### src/rtl/mfs_pkg.sv
package mfs_pkg;

  typedef enum logic {
    FLEN_SHORT = 1'b0,
    FLEN_LONG  = 1'b1
  } flen_e;

  // index of the final slow tick inside one conversion
  function automatic logic [1:0] conv_last_phase(input flen_e sel);
    return (sel == FLEN_LONG) ? 2'd2 : 2'd1;
  endfunction

endpackage

### src/rtl/mfs_tick_div.sv
module mfs_tick_div #(
  parameter int TICK_DIV = 150,
  localparam int DIV_W   = $clog2(TICK_DIV)
) (
  input  logic clk,
  input  logic rst,
  output logic tick_end_o,
  output logic slow_tick_o
);

  logic [DIV_W-1:0] div_q;

  assign tick_end_o = (div_q == DIV_W'(TICK_DIV - 1));

  always_ff @(posedge clk) begin
    if (rst) begin
      div_q       <= '0;
      slow_tick_o <= 1'b0;
    end else begin
      div_q       <= tick_end_o ? '0 : div_q + 1'b1;
      slow_tick_o <= tick_end_o;
    end
  end

  assert_div_range_R1: assert property (@(posedge clk) disable iff (rst)
    div_q < DIV_W'(TICK_DIV));

  assert_tick_start_R1: assert property (@(posedge clk) disable iff (rst)
    slow_tick_o |-> (div_q == '0));

endmodule

### src/rtl/mfs_frame_ctl.sv
module mfs_frame_ctl
  import mfs_pkg::*;
#(
  parameter int MAX_STATES = 8,
  localparam int IDX_W     = $clog2(MAX_STATES),
  localparam int NCFG_W    = IDX_W + 1
) (
  input  logic              clk,
  input  logic              rst,
  input  logic              tick_end_i,
  input  logic [NCFG_W-1:0] cfg_nstates_i,
  input  logic              cfg_flen_i,
  output logic              settle_o,
  output logic [IDX_W-1:0]  mux_state_o,
  output logic              conv_done_o,
  output logic [IDX_W-1:0]  conv_idx_o,
  output logic              rise_now_o,
  output logic              fall_now_o
);

  logic [IDX_W-1:0] n_last_q;
  flen_e            flen_q;
  logic [1:0]       phase_q;
  logic             conv_end;

  function automatic logic [IDX_W-1:0] last_index(input logic [NCFG_W-1:0] req);
    if (req == '0)                           return '0;
    else if (req > NCFG_W'(MAX_STATES))      return IDX_W'(MAX_STATES - 1);
    else                                     return IDX_W'(req - 1'b1);
  endfunction

  assign conv_end   = tick_end_i && !settle_o && (phase_q == conv_last_phase(flen_q));
  assign rise_now_o = conv_end && (mux_state_o == n_last_q);
  assign fall_now_o = tick_end_i && settle_o;

  always_ff @(posedge clk) begin
    if (rst) begin
      settle_o    <= 1'b1;
      phase_q     <= '0;
      mux_state_o <= '0;
      conv_done_o <= 1'b0;
      conv_idx_o  <= '0;
      n_last_q    <= last_index(cfg_nstates_i);
      flen_q      <= flen_e'(cfg_flen_i);
    end else begin
      conv_done_o <= 1'b0;
      if (fall_now_o) begin
        settle_o <= 1'b0;
        phase_q  <= '0;
      end else if (conv_end) begin
        phase_q     <= '0;
        conv_done_o <= 1'b1;
        conv_idx_o  <= mux_state_o;
        if (rise_now_o) begin
          mux_state_o <= '0;
          settle_o    <= 1'b1;
          n_last_q    <= last_index(cfg_nstates_i);
          flen_q      <= flen_e'(cfg_flen_i);
        end else begin
          mux_state_o <= mux_state_o + 1'b1;
        end
      end else if (tick_end_i && !settle_o) begin
        phase_q <= phase_q + 1'b1;
      end
    end
  end

  assert_idx_range_R4: assert property (@(posedge clk) disable iff (rst)
    mux_state_o <= n_last_q);

  assert_done_idx_R3: assert property (@(posedge clk) disable iff (rst)
    conv_done_o |-> (conv_idx_o == $past(mux_state_o)));

  assert_settle_idx_R4: assert property (@(posedge clk) disable iff (rst)
    settle_o |-> (mux_state_o == '0));

endmodule

### src/rtl/mfs_pass_ctl.sv
module mfs_pass_ctl #(
  parameter int RTM_LEN = 140,
  parameter int PS_W    = 4,
  localparam int PROD_W = 2 * PS_W,
  localparam int RTM_W  = $clog2(RTM_LEN)
) (
  input  logic            clk,
  input  logic            rst,
  input  logic            rise_now_i,
  input  logic            fall_now_i,
  input  logic [PS_W-1:0] cfg_presamps_i,
  input  logic [PS_W-1:0] cfg_sumcyc_i,
  output logic            pass_start_o,
  output logic            rtm_start_o,
  output logic            ssi_start_o,
  output logic            rtm_busy_o,
  output logic            xfer_mark_o
);

  logic [PROD_W-1:0] period_q;
  logic [PROD_W-1:0] pass_cnt_q;
  logic [PROD_W:0]   pass_cnt_inc;
  logic [RTM_W-1:0]  rtm_left_q;
  logic              period_hit;

  assign pass_cnt_inc = {1'b0, pass_cnt_q} + 1'b1;
  assign period_hit   = pass_cnt_inc >= {1'b0, period_q};

  always_ff @(posedge clk) begin
    if (rst) begin
      period_q     <= PROD_W'(cfg_presamps_i) * PROD_W'(cfg_sumcyc_i);
      pass_cnt_q   <= '0;
      pass_start_o <= 1'b0;
      xfer_mark_o  <= 1'b0;
      rtm_start_o  <= 1'b0;
      ssi_start_o  <= 1'b0;
      rtm_busy_o   <= 1'b0;
      rtm_left_q   <= '0;
    end else begin
      pass_start_o <= fall_now_i;
      rtm_start_o  <= rise_now_i;
      ssi_start_o  <= rise_now_i;
      xfer_mark_o  <= 1'b0;
      if (rise_now_i)
        period_q <= PROD_W'(cfg_presamps_i) * PROD_W'(cfg_sumcyc_i);
      if (fall_now_i) begin
        if (period_hit) begin
          xfer_mark_o <= 1'b1;
          pass_cnt_q  <= '0;
        end else begin
          pass_cnt_q  <= pass_cnt_inc[PROD_W-1:0];
        end
      end
      if (rise_now_i) begin
        rtm_busy_o <= 1'b1;
        rtm_left_q <= RTM_W'(RTM_LEN - 1);
      end else if (rtm_busy_o) begin
        if (rtm_left_q == '0) rtm_busy_o <= 1'b0;
        else                  rtm_left_q <= rtm_left_q - 1'b1;
      end
    end
  end

  assert_xfer_with_pass_R9: assert property (@(posedge clk) disable iff (rst)
    xfer_mark_o |-> pass_start_o);

  assert_busy_clear_R8: assert property (@(posedge clk) disable iff (rst)
    !(rtm_busy_o && pass_start_o));

  assert_busy_opens_R8: assert property (@(posedge clk) disable iff (rst)
    $rose(rtm_busy_o) |-> rtm_start_o);

endmodule

### src/rtl/mux_frame_seq.sv
module mux_frame_seq #(
  parameter int TICK_DIV   = 150,
  parameter int MAX_STATES = 8,
  parameter int RTM_LEN    = 140,
  parameter int PS_W       = 4,
  localparam int IDX_W     = $clog2(MAX_STATES),
  localparam int NCFG_W    = IDX_W + 1
) (
  input  logic              clk,
  input  logic              rst,
  input  logic [NCFG_W-1:0] cfg_nstates_i,
  input  logic              cfg_flen_i,
  input  logic [PS_W-1:0]   cfg_presamps_i,
  input  logic [PS_W-1:0]   cfg_sumcyc_i,
  output logic              frame_sync_o,
  output logic              slow_tick_o,
  output logic [IDX_W-1:0]  mux_state_o,
  output logic              conv_done_o,
  output logic [IDX_W-1:0]  conv_idx_o,
  output logic              pass_start_o,
  output logic              rtm_start_o,
  output logic              ssi_start_o,
  output logic              rtm_busy_o,
  output logic              xfer_mark_o
);

  logic tick_end;
  logic rise_now;
  logic fall_now;

  mfs_tick_div #(.TICK_DIV(TICK_DIV)) u_div (
    .clk         (clk),
    .rst         (rst),
    .tick_end_o  (tick_end),
    .slow_tick_o (slow_tick_o)
  );

  mfs_frame_ctl #(.MAX_STATES(MAX_STATES)) u_frame (
    .clk           (clk),
    .rst           (rst),
    .tick_end_i    (tick_end),
    .cfg_nstates_i (cfg_nstates_i),
    .cfg_flen_i    (cfg_flen_i),
    .settle_o      (frame_sync_o),
    .mux_state_o   (mux_state_o),
    .conv_done_o   (conv_done_o),
    .conv_idx_o    (conv_idx_o),
    .rise_now_o    (rise_now),
    .fall_now_o    (fall_now)
  );

  mfs_pass_ctl #(.RTM_LEN(RTM_LEN), .PS_W(PS_W)) u_pass (
    .clk            (clk),
    .rst            (rst),
    .rise_now_i     (rise_now),
    .fall_now_i     (fall_now),
    .cfg_presamps_i (cfg_presamps_i),
    .cfg_sumcyc_i   (cfg_sumcyc_i),
    .pass_start_o   (pass_start_o),
    .rtm_start_o    (rtm_start_o),
    .ssi_start_o    (ssi_start_o),
    .rtm_busy_o     (rtm_busy_o),
    .xfer_mark_o    (xfer_mark_o)
  );

  assert_fall_pass_R6: assert property (@(posedge clk) disable iff (rst)
    $fell(frame_sync_o) |-> pass_start_o);

  assert_rise_streams_R7: assert property (@(posedge clk) disable iff (rst)
    $rose(frame_sync_o) |-> (rtm_start_o && ssi_start_o));

  assert_done_on_tick_R3: assert property (@(posedge clk) disable iff (rst)
    conv_done_o |-> slow_tick_o);

endmodule

### config.mk
export PLATFORM = sky130hd
export DESIGN_NAME = mux_frame_seq
export DESIGN_NICKNAME = d
export VERILOG_FILES = /design/src/rtl/mfs_pkg.sv /design/src/rtl/mfs_tick_div.sv /design/src/rtl/mfs_frame_ctl.sv /design/src/rtl/mfs_pass_ctl.sv /design/src/rtl/mux_frame_seq.sv
export SDC_FILE = /design/constraint.sdc
export NUM_CORES = 1
export LEC_CHECK = 0
export BUFFER_PORTS_ARGS = -buffer_cell sky130_fd_sc_hd__buf_2
export CAP_MARGIN = 20
export CORE_MARGIN = 2
export CORE_UTILIZATION = 59
export CTS_CLUSTER_SIZE = 30
export DETAILED_ROUTE_END_ITERATION = 10
export PLACE_DENSITY = 0.83
export SYNTH_ARGS = -nofsm -noshare
export SYNTH_HDL_FRONTEND = slang
export SYNTH_SLANG_ARGS = --single-unit
### constraint.sdc
create_clock -name clk -period 3.16 [get_ports clk]
set_clock_uncertainty 0.1 [all_clocks]
set_input_delay 0.158 -clock clk [delete_from_list [all_inputs] [get_ports clk]]
set_output_delay 0.158 -clock clk [all_outputs]
set_load 0.01 [all_outputs]
== Word-level counts from Yosys, hierarchy flattened ==
Cells that the tools add are included.

* Bits in registers: 51
* Input bits: 15
* Output and inout port bits: 14
* Logic and storage cells: 81

* Add/sub/neg operators: 6
* $mul: 1
* Magnitude comparators: 2
* Equality and inequality tests: 5
* Multiplexer cells: 26
* Bitwise gates (word level): 2
* Reductions and logical operators: 22

{| class="wikitable"
|+ Operators by type and width
! kind !! count
|-
| $mux W8 || 6
|-
| $mux W3 || 7
|-
| $mux W1 || 12
|-
| $reduce_bool A2 Y1 || 5
|-
| $add A8 B1 Y9 const B || 1
|-
| $ge A9 B8 Y1 || 1
|-
| $add A8 B1 Y8 const B || 1
|-
| $eq A8 B8 Y1 const B || 1
|-
| $logic_not A8 Y1 || 1
|-
| $mul A4 B4 Y8 || 1
|-
| $reduce_and A2 Y1 || 4
|-
| $reduce_or A2 Y1 || 4
|-
| $sub A8 B1 Y8 const B || 1
|-
| $gt A4 B4 Y1 const B || 1
|-
| $logic_and A1 B1 Y1 || 4
|-
| $logic_not A4 Y1 || 1
|-
| $add A3 B1 Y3 const B || 1
|-
| $eq A3 B3 Y1 || 1
|-
| $reduce_and A3 Y1 || 1
|-
| $reduce_or A3 Y1 || 1
|-
| $sub A3 B1 Y3 const B || 1
|-
| $add A2 B1 Y2 const B || 1
|-
| $eq A2 B2 Y1 || 1
|-
| $mux W2 || 1
|-
| 4 further kinds || 5
|}

== Depth between registers and ports, before layout ==
* Word-level depth: 8
* Depth in mapped cells: 11
* Gate-level depth less buffers: 11

== Cells and area by module ==
From an unflattened synthesis, not the netlist that was laid out.

* Cell total of the unflattened synthesis: 301
* Area, all modules: 2889.0 sq um

{| class="wikitable"
|+ Modules (own cells, without submodules)
! module !! instances !! cells each !! area each (sq um) !! sequential area each (sq um)
|-
| mfs_pass_ctl || 1 || 189 || 1801.7 || 640.6
|-
| mfs_frame_ctl || 1 || 71 || 703.2 || 320.3
|-
| mfs_tick_div || 1 || 41 || 384.1 || 180.2
|}

== Least setup slack after synthesis ==
OpenSTA, ideal clock, no wires.

* Path type: register -> register
* Start: reg u_pass.pass_cnt_q[0]
* End: reg u_pass.pass_cnt_q[5]
* Setup time: 75 ps
* Data arrival time: 2553 ps
* Data required time: 2985 ps
* Slack: 432 ps
* Cell stages (with the launch flop): 12
* Buffers on the path: 1
* Clock period less this slack: 2728 ps
* Cells stage by stage: dfxtp_1 -> ha_1 -> nand3_1 -> o21a_1 -> or2_2 -> ha_1 -> a21oi_1 -> o22ai_1 -> nor3_1 -> clkbuf_1 -> nand4_1 -> a31oi_1

* Word-level cells in the longest chain between the ends: 3

{| class="wikitable"
|+ Ends and longest elaborated chain
! what !! line !! text
|-
| start, declared || mfs_pass_ctl.sv:21 || <nowiki>logic [PROD_W-1:0] pass_cnt_q;</nowiki>
|-
| start signal, assigned || mfs_pass_ctl.sv:51 || <nowiki>pass_cnt_q <= pass_cnt_inc[PROD_W-1:0];</nowiki>
|-
| $add A8 B1 Y9 * || mfs_pass_ctl.sv:26 || <nowiki>assign pass_cnt_inc = {1'b0, pass_cnt_q} + 1'b1;</nowiki>
|-
| $ge A9 B8 Y1 || mfs_pass_ctl.sv:27 || <nowiki>assign period_hit = pass_cnt_inc >= {1'b0, period_q};</nowiki>
|-
| $mux W8 * || mfs_pass_ctl.sv:47 || <nowiki>if (period_hit) begin</nowiki>
|}

Mark *: on every way between the ends. The rest lies on a longest branch, timed or not.
A chain may end at the register's enable or synchronous reset.

== Final worst setup path ==
* Start: reg u_pass.pass_cnt_q[0]
* End: reg u_pass.pass_cnt_q[3]

Same word-level chain as after synthesis.

==> flow_metrics.tcl <==
set metrics [dict create \
    status "finished clean" \
    detail_route.wirelength_um 4840 \
    overflow 0 \
    detailedRoute.firstIterationViolations 82 \
    viasPerCell 5.51 \
    die_area_um2 5420 \
    first_pass_grt_wire_length_um 8600 \
    worst_skew_pair.late_latency_ns 0.31 \
    synth_seq_cells 51 \
    antenna_left 0 \
    leakage_nw 1.35 \
    ctsResizeCount 0 \
    grt_start_max_net_pins 28 \
    synth_area_leaders "dfxtp_1 27%, edfxtp_1 13%, ha_1 12%, a21oi_1 3.7%, xor2_1 3.7%" \
    grt_antenna_before_repair 0 \
    die_h_um 73.6 \
    initial_utilization_pct 61.0 \
    synth_seq_area_share_pct 39.9 \
    drt_first_pass_iters 4 \
    hold-path-endpoint "u_frame.n_last_q[2]" \
    num-fill-cells 367 \
    critPathKind "register to register" \
    final-setup-viol-count 0 \
    cts_inserted_buffers 5 \
    stdcell_area_um2 3150 \
    setup_tns_ns 0 \
    yosys_warnings 0 \
    total_global_route_track_usage_pct 20.2 \
    ff2ff_setup_slack_ns 0.49 \
    crit-reg2reg-capture "u_pass.pass_cnt_q[3]" \
    layout.area.seq_um2 1140 \
    hold_depth 2 \
    clock_sink_count 51 \
    post_synth_xor_area_fraction_pct 7.04 \
    area_growth_syn_to_layout_pct 9.97 \
    synth_edf_count 12 \
    antenna-diode-count 0 \
    core-area_um2 4690 \
    post-route-period-util_pct 84.4 \
    replace_congestion 0.812 \
    synthAdderAreaFrac_pct 14.6 \
    critical_path.max_fanout 12 \
    final-instance-count-excl-fill 389 \
    placement.cell_area_um2 3040 \
    max-clock-path-buffers 2 \
    fraction_of_layout_cells_with_a_size_suffix_above_1_pct 14.3 \
    rr_startpoint "u_pass.pass_cnt_q[0]" \
    timing.final.max_slew_violations 0 \
    row_count 25 \
    combined_area_of_the_multi_input_logic_cells_um2 1590 \
    h-tree-depth 2 \
    postCtsSetupRepairBufs 0 \
    cp_data_required_time_ns 3.29 \
    combinational_family_with_the_most_area_after_synthesis "simple AND/OR/NAND/NOR gates" \
    hold_viol 0 \
    cellPowerDensity_nw_per_um2 409 \
    worstMarginPinSlew_ns 0.533 \
    post-route-drc-count 0 \
    synth.largest_area_cell "dfxtp_1" \
    irDropWorstVdd_mv 0.372 \
    dp.cells 380 \
    worst_hold_path_type "input port to register" \
    synth_cell_types 51 \
    synth.area.mux_share_pct 1.05 \
    cts_tree "built" \
    cts_hold_repair.buffers 1 \
    first_global_vias 2004 \
    synth_area_um2 2860 \
    min_period_ns 2.67 \
    drt-wirelength-per-cell_um 12.4 \
    finalPower_mw 1.29 \
    postLayoutCoreUtil_pct 67.0 \
    syn_area_per_cell_um2 9.32 \
    area_fraction_in_compound_gates_after_synthesis_pct 10.2 \
    synth_top_area_share_pct 27.3 \
    route.vias.total 2143 \
    netlist_instances 307 \
    syn-num-nets 353 \
    drv.max_cap_violation_count 0 \
    portBuffers 28 \
    clk_root_buffer_cell "clkbuf_8" \
    area_fraction_in_and_or_nand_and_nor_cells_after_synthesis_pct 22.7 \
    fin_nets 380 \
    ff2ff_path_depth 11 \
    boundaryPins 29 \
    dieWidth_um 73.6 \
    timing.max_slew.rel_slack_pct 64.2 \
    timing.critical_path.from_type "register" \
    cts.clk_slew.worst_paths_ns 0.11 \
    synth-async-reset-ratio_pct 0 \
    clock.fmax_mhz 375 \
    critical_path_arrival_ns 2.79 \
    synth_ff_type "dfxtp_1" \
    hold_path_startpoint "cfg_nstates_i[3]" \
    dp_hpwl_um 3450 \
    synthTopCellsByCount "39 x dfxtp_1, 27 x ha_1, 26 x nor2_1, 23 x nand2_1" \
    cp-end-kind "register" \
    yosysMostFrequentCell "dfxtp_1" \
    unrepaired_setup_endpoints_after_global_routing "false" \
]
## placed cells by master (no fill, tap or decap), types with 2 or more instances in the layout
cell type / count
a211o_1: 2
a21o_1: 3
a21oi_1: 21
a31oi_1: 5
and2_1: 13
and3_1: 2
buf_2: 28
buf_4: 3
clkbuf_8: 5
dfxtp_1: 39
edfxtp_1: 12
fa_1: 4
ha_1: 27
inv_1: 21
mux2i_1: 3
nand2_1: 23
nand2b_1: 5
nand3_1: 14
nand3b_1: 4
nand4_1: 4
nand4b_1: 2
nor2_1: 26
nor2b_1: 3
nor3_1: 9
nor4_1: 2
o211ai_1: 2
or2_2: 4
xnor2_1: 11
xor2_1: 12
## state kept, by name, summed over array words and instances (netlist names)
register,flops
u_frame.settle_o,1
u_pass.rtm_start_o,1
u_frame.n_last_q,3
u_div.slow_tick_o,1
u_pass.pass_start_o,1
u_div.div_q,8
u_pass.rtm_left_q,8
u_frame.conv_done_o,1
u_frame.flen_q,1
u_pass.xfer_mark_o,1
u_pass.period_q,8
u_frame.conv_idx_o,3
u_frame.mux_state_o,3
u_frame.phase_q,2
u_pass.rtm_busy_o,1
u_pass.pass_cnt_q,8
## power by group
group | internal [mW] | switching [mW] | total (mW) | leakage [nW]
Combinational | 0.0768 | 0.0922 | 0.169 | 0.871
Sequential | 0.701 | 0.0230 | 0.724 | 0.432
Clock | 0.164 | 0.230 | 0.393 | 0.0506
Total | 0.941 | 0.345 | 1.29 | 1.35
## worst max-delay path by stage
| stage | startpoint | end | slack, ns | depth (start not counted) |
|---|---|---|---|---|
| global route | u_pass.pass_cnt_q[0] | u_pass.pass_cnt_q[4] | 0.33 | 11 |
| finish | u_pass.pass_cnt_q[0] | u_pass.pass_cnt_q[3] | 0.49 | 11 |
| CTS | u_pass.pass_cnt_q[0] | u_pass.pass_cnt_q[3] | 0.50 | 11 |
| detailed placement | cfg_presamps_i[0] | u_pass.period_q[7] | 0.24 | 11 |
| global placement | cfg_sumcyc_i[3] | u_pass.period_q[7] | 0.38 | 11 |
| floorplan | u_pass.pass_cnt_q[0] | u_pass.pass_cnt_q[5] | 0.43 | 11 |
## logic make-up after synthesis
logic type / count (synthesis)
adder cells (fa/ha/maj): 31
AO/OA/AOI/OAI: 44
flip-flops: 51
buffers and inverters: 33
XOR/XNOR: 23
multiplexers: 3
AND/OR/NAND/NOR: 122
## cell type report
type                    count  area share [%]
inverters                  21            2.51
clock buffers               5            2.19
repair buffers             32            5.49
clock inverters             3           0.835
flip-flops and latches     51            36.3
multi-input cells         223            50.6
well taps                  54            2.15
## worst max-delay path, stage by stage (launching register included)
cell	delay, ns
dfxtp_1	0.43
ha_1	0.24
nand3_1	0.12
o21a_1	0.22
or2_2	0.30
ha_1	0.30
a21oi_1	0.13
o22ai_1	0.09
nor3_1	0.14
buf_4	0.22
nand3_1	0.10
a31oi_1	0.19
## per-stage QoR
step                setup WS (ns)  hold WS [ns]
floorplan                   0.432         0.157
global placement            0.383         0.249
detailed placement          0.236         0.249
CTS                         0.499        0.0236
global route                0.332        0.0223
finish                      0.492        0.0263
## routing by layer
metal	up-vias	track usage [%]	routed length, µm
li1	1116	-	-
met3	5	4.25	147
met1	993	25.1	2190
met5	-	0	0
met4	0	5.45	40
met2	29	35.2	2460
(Power assumes the default switching activity.)
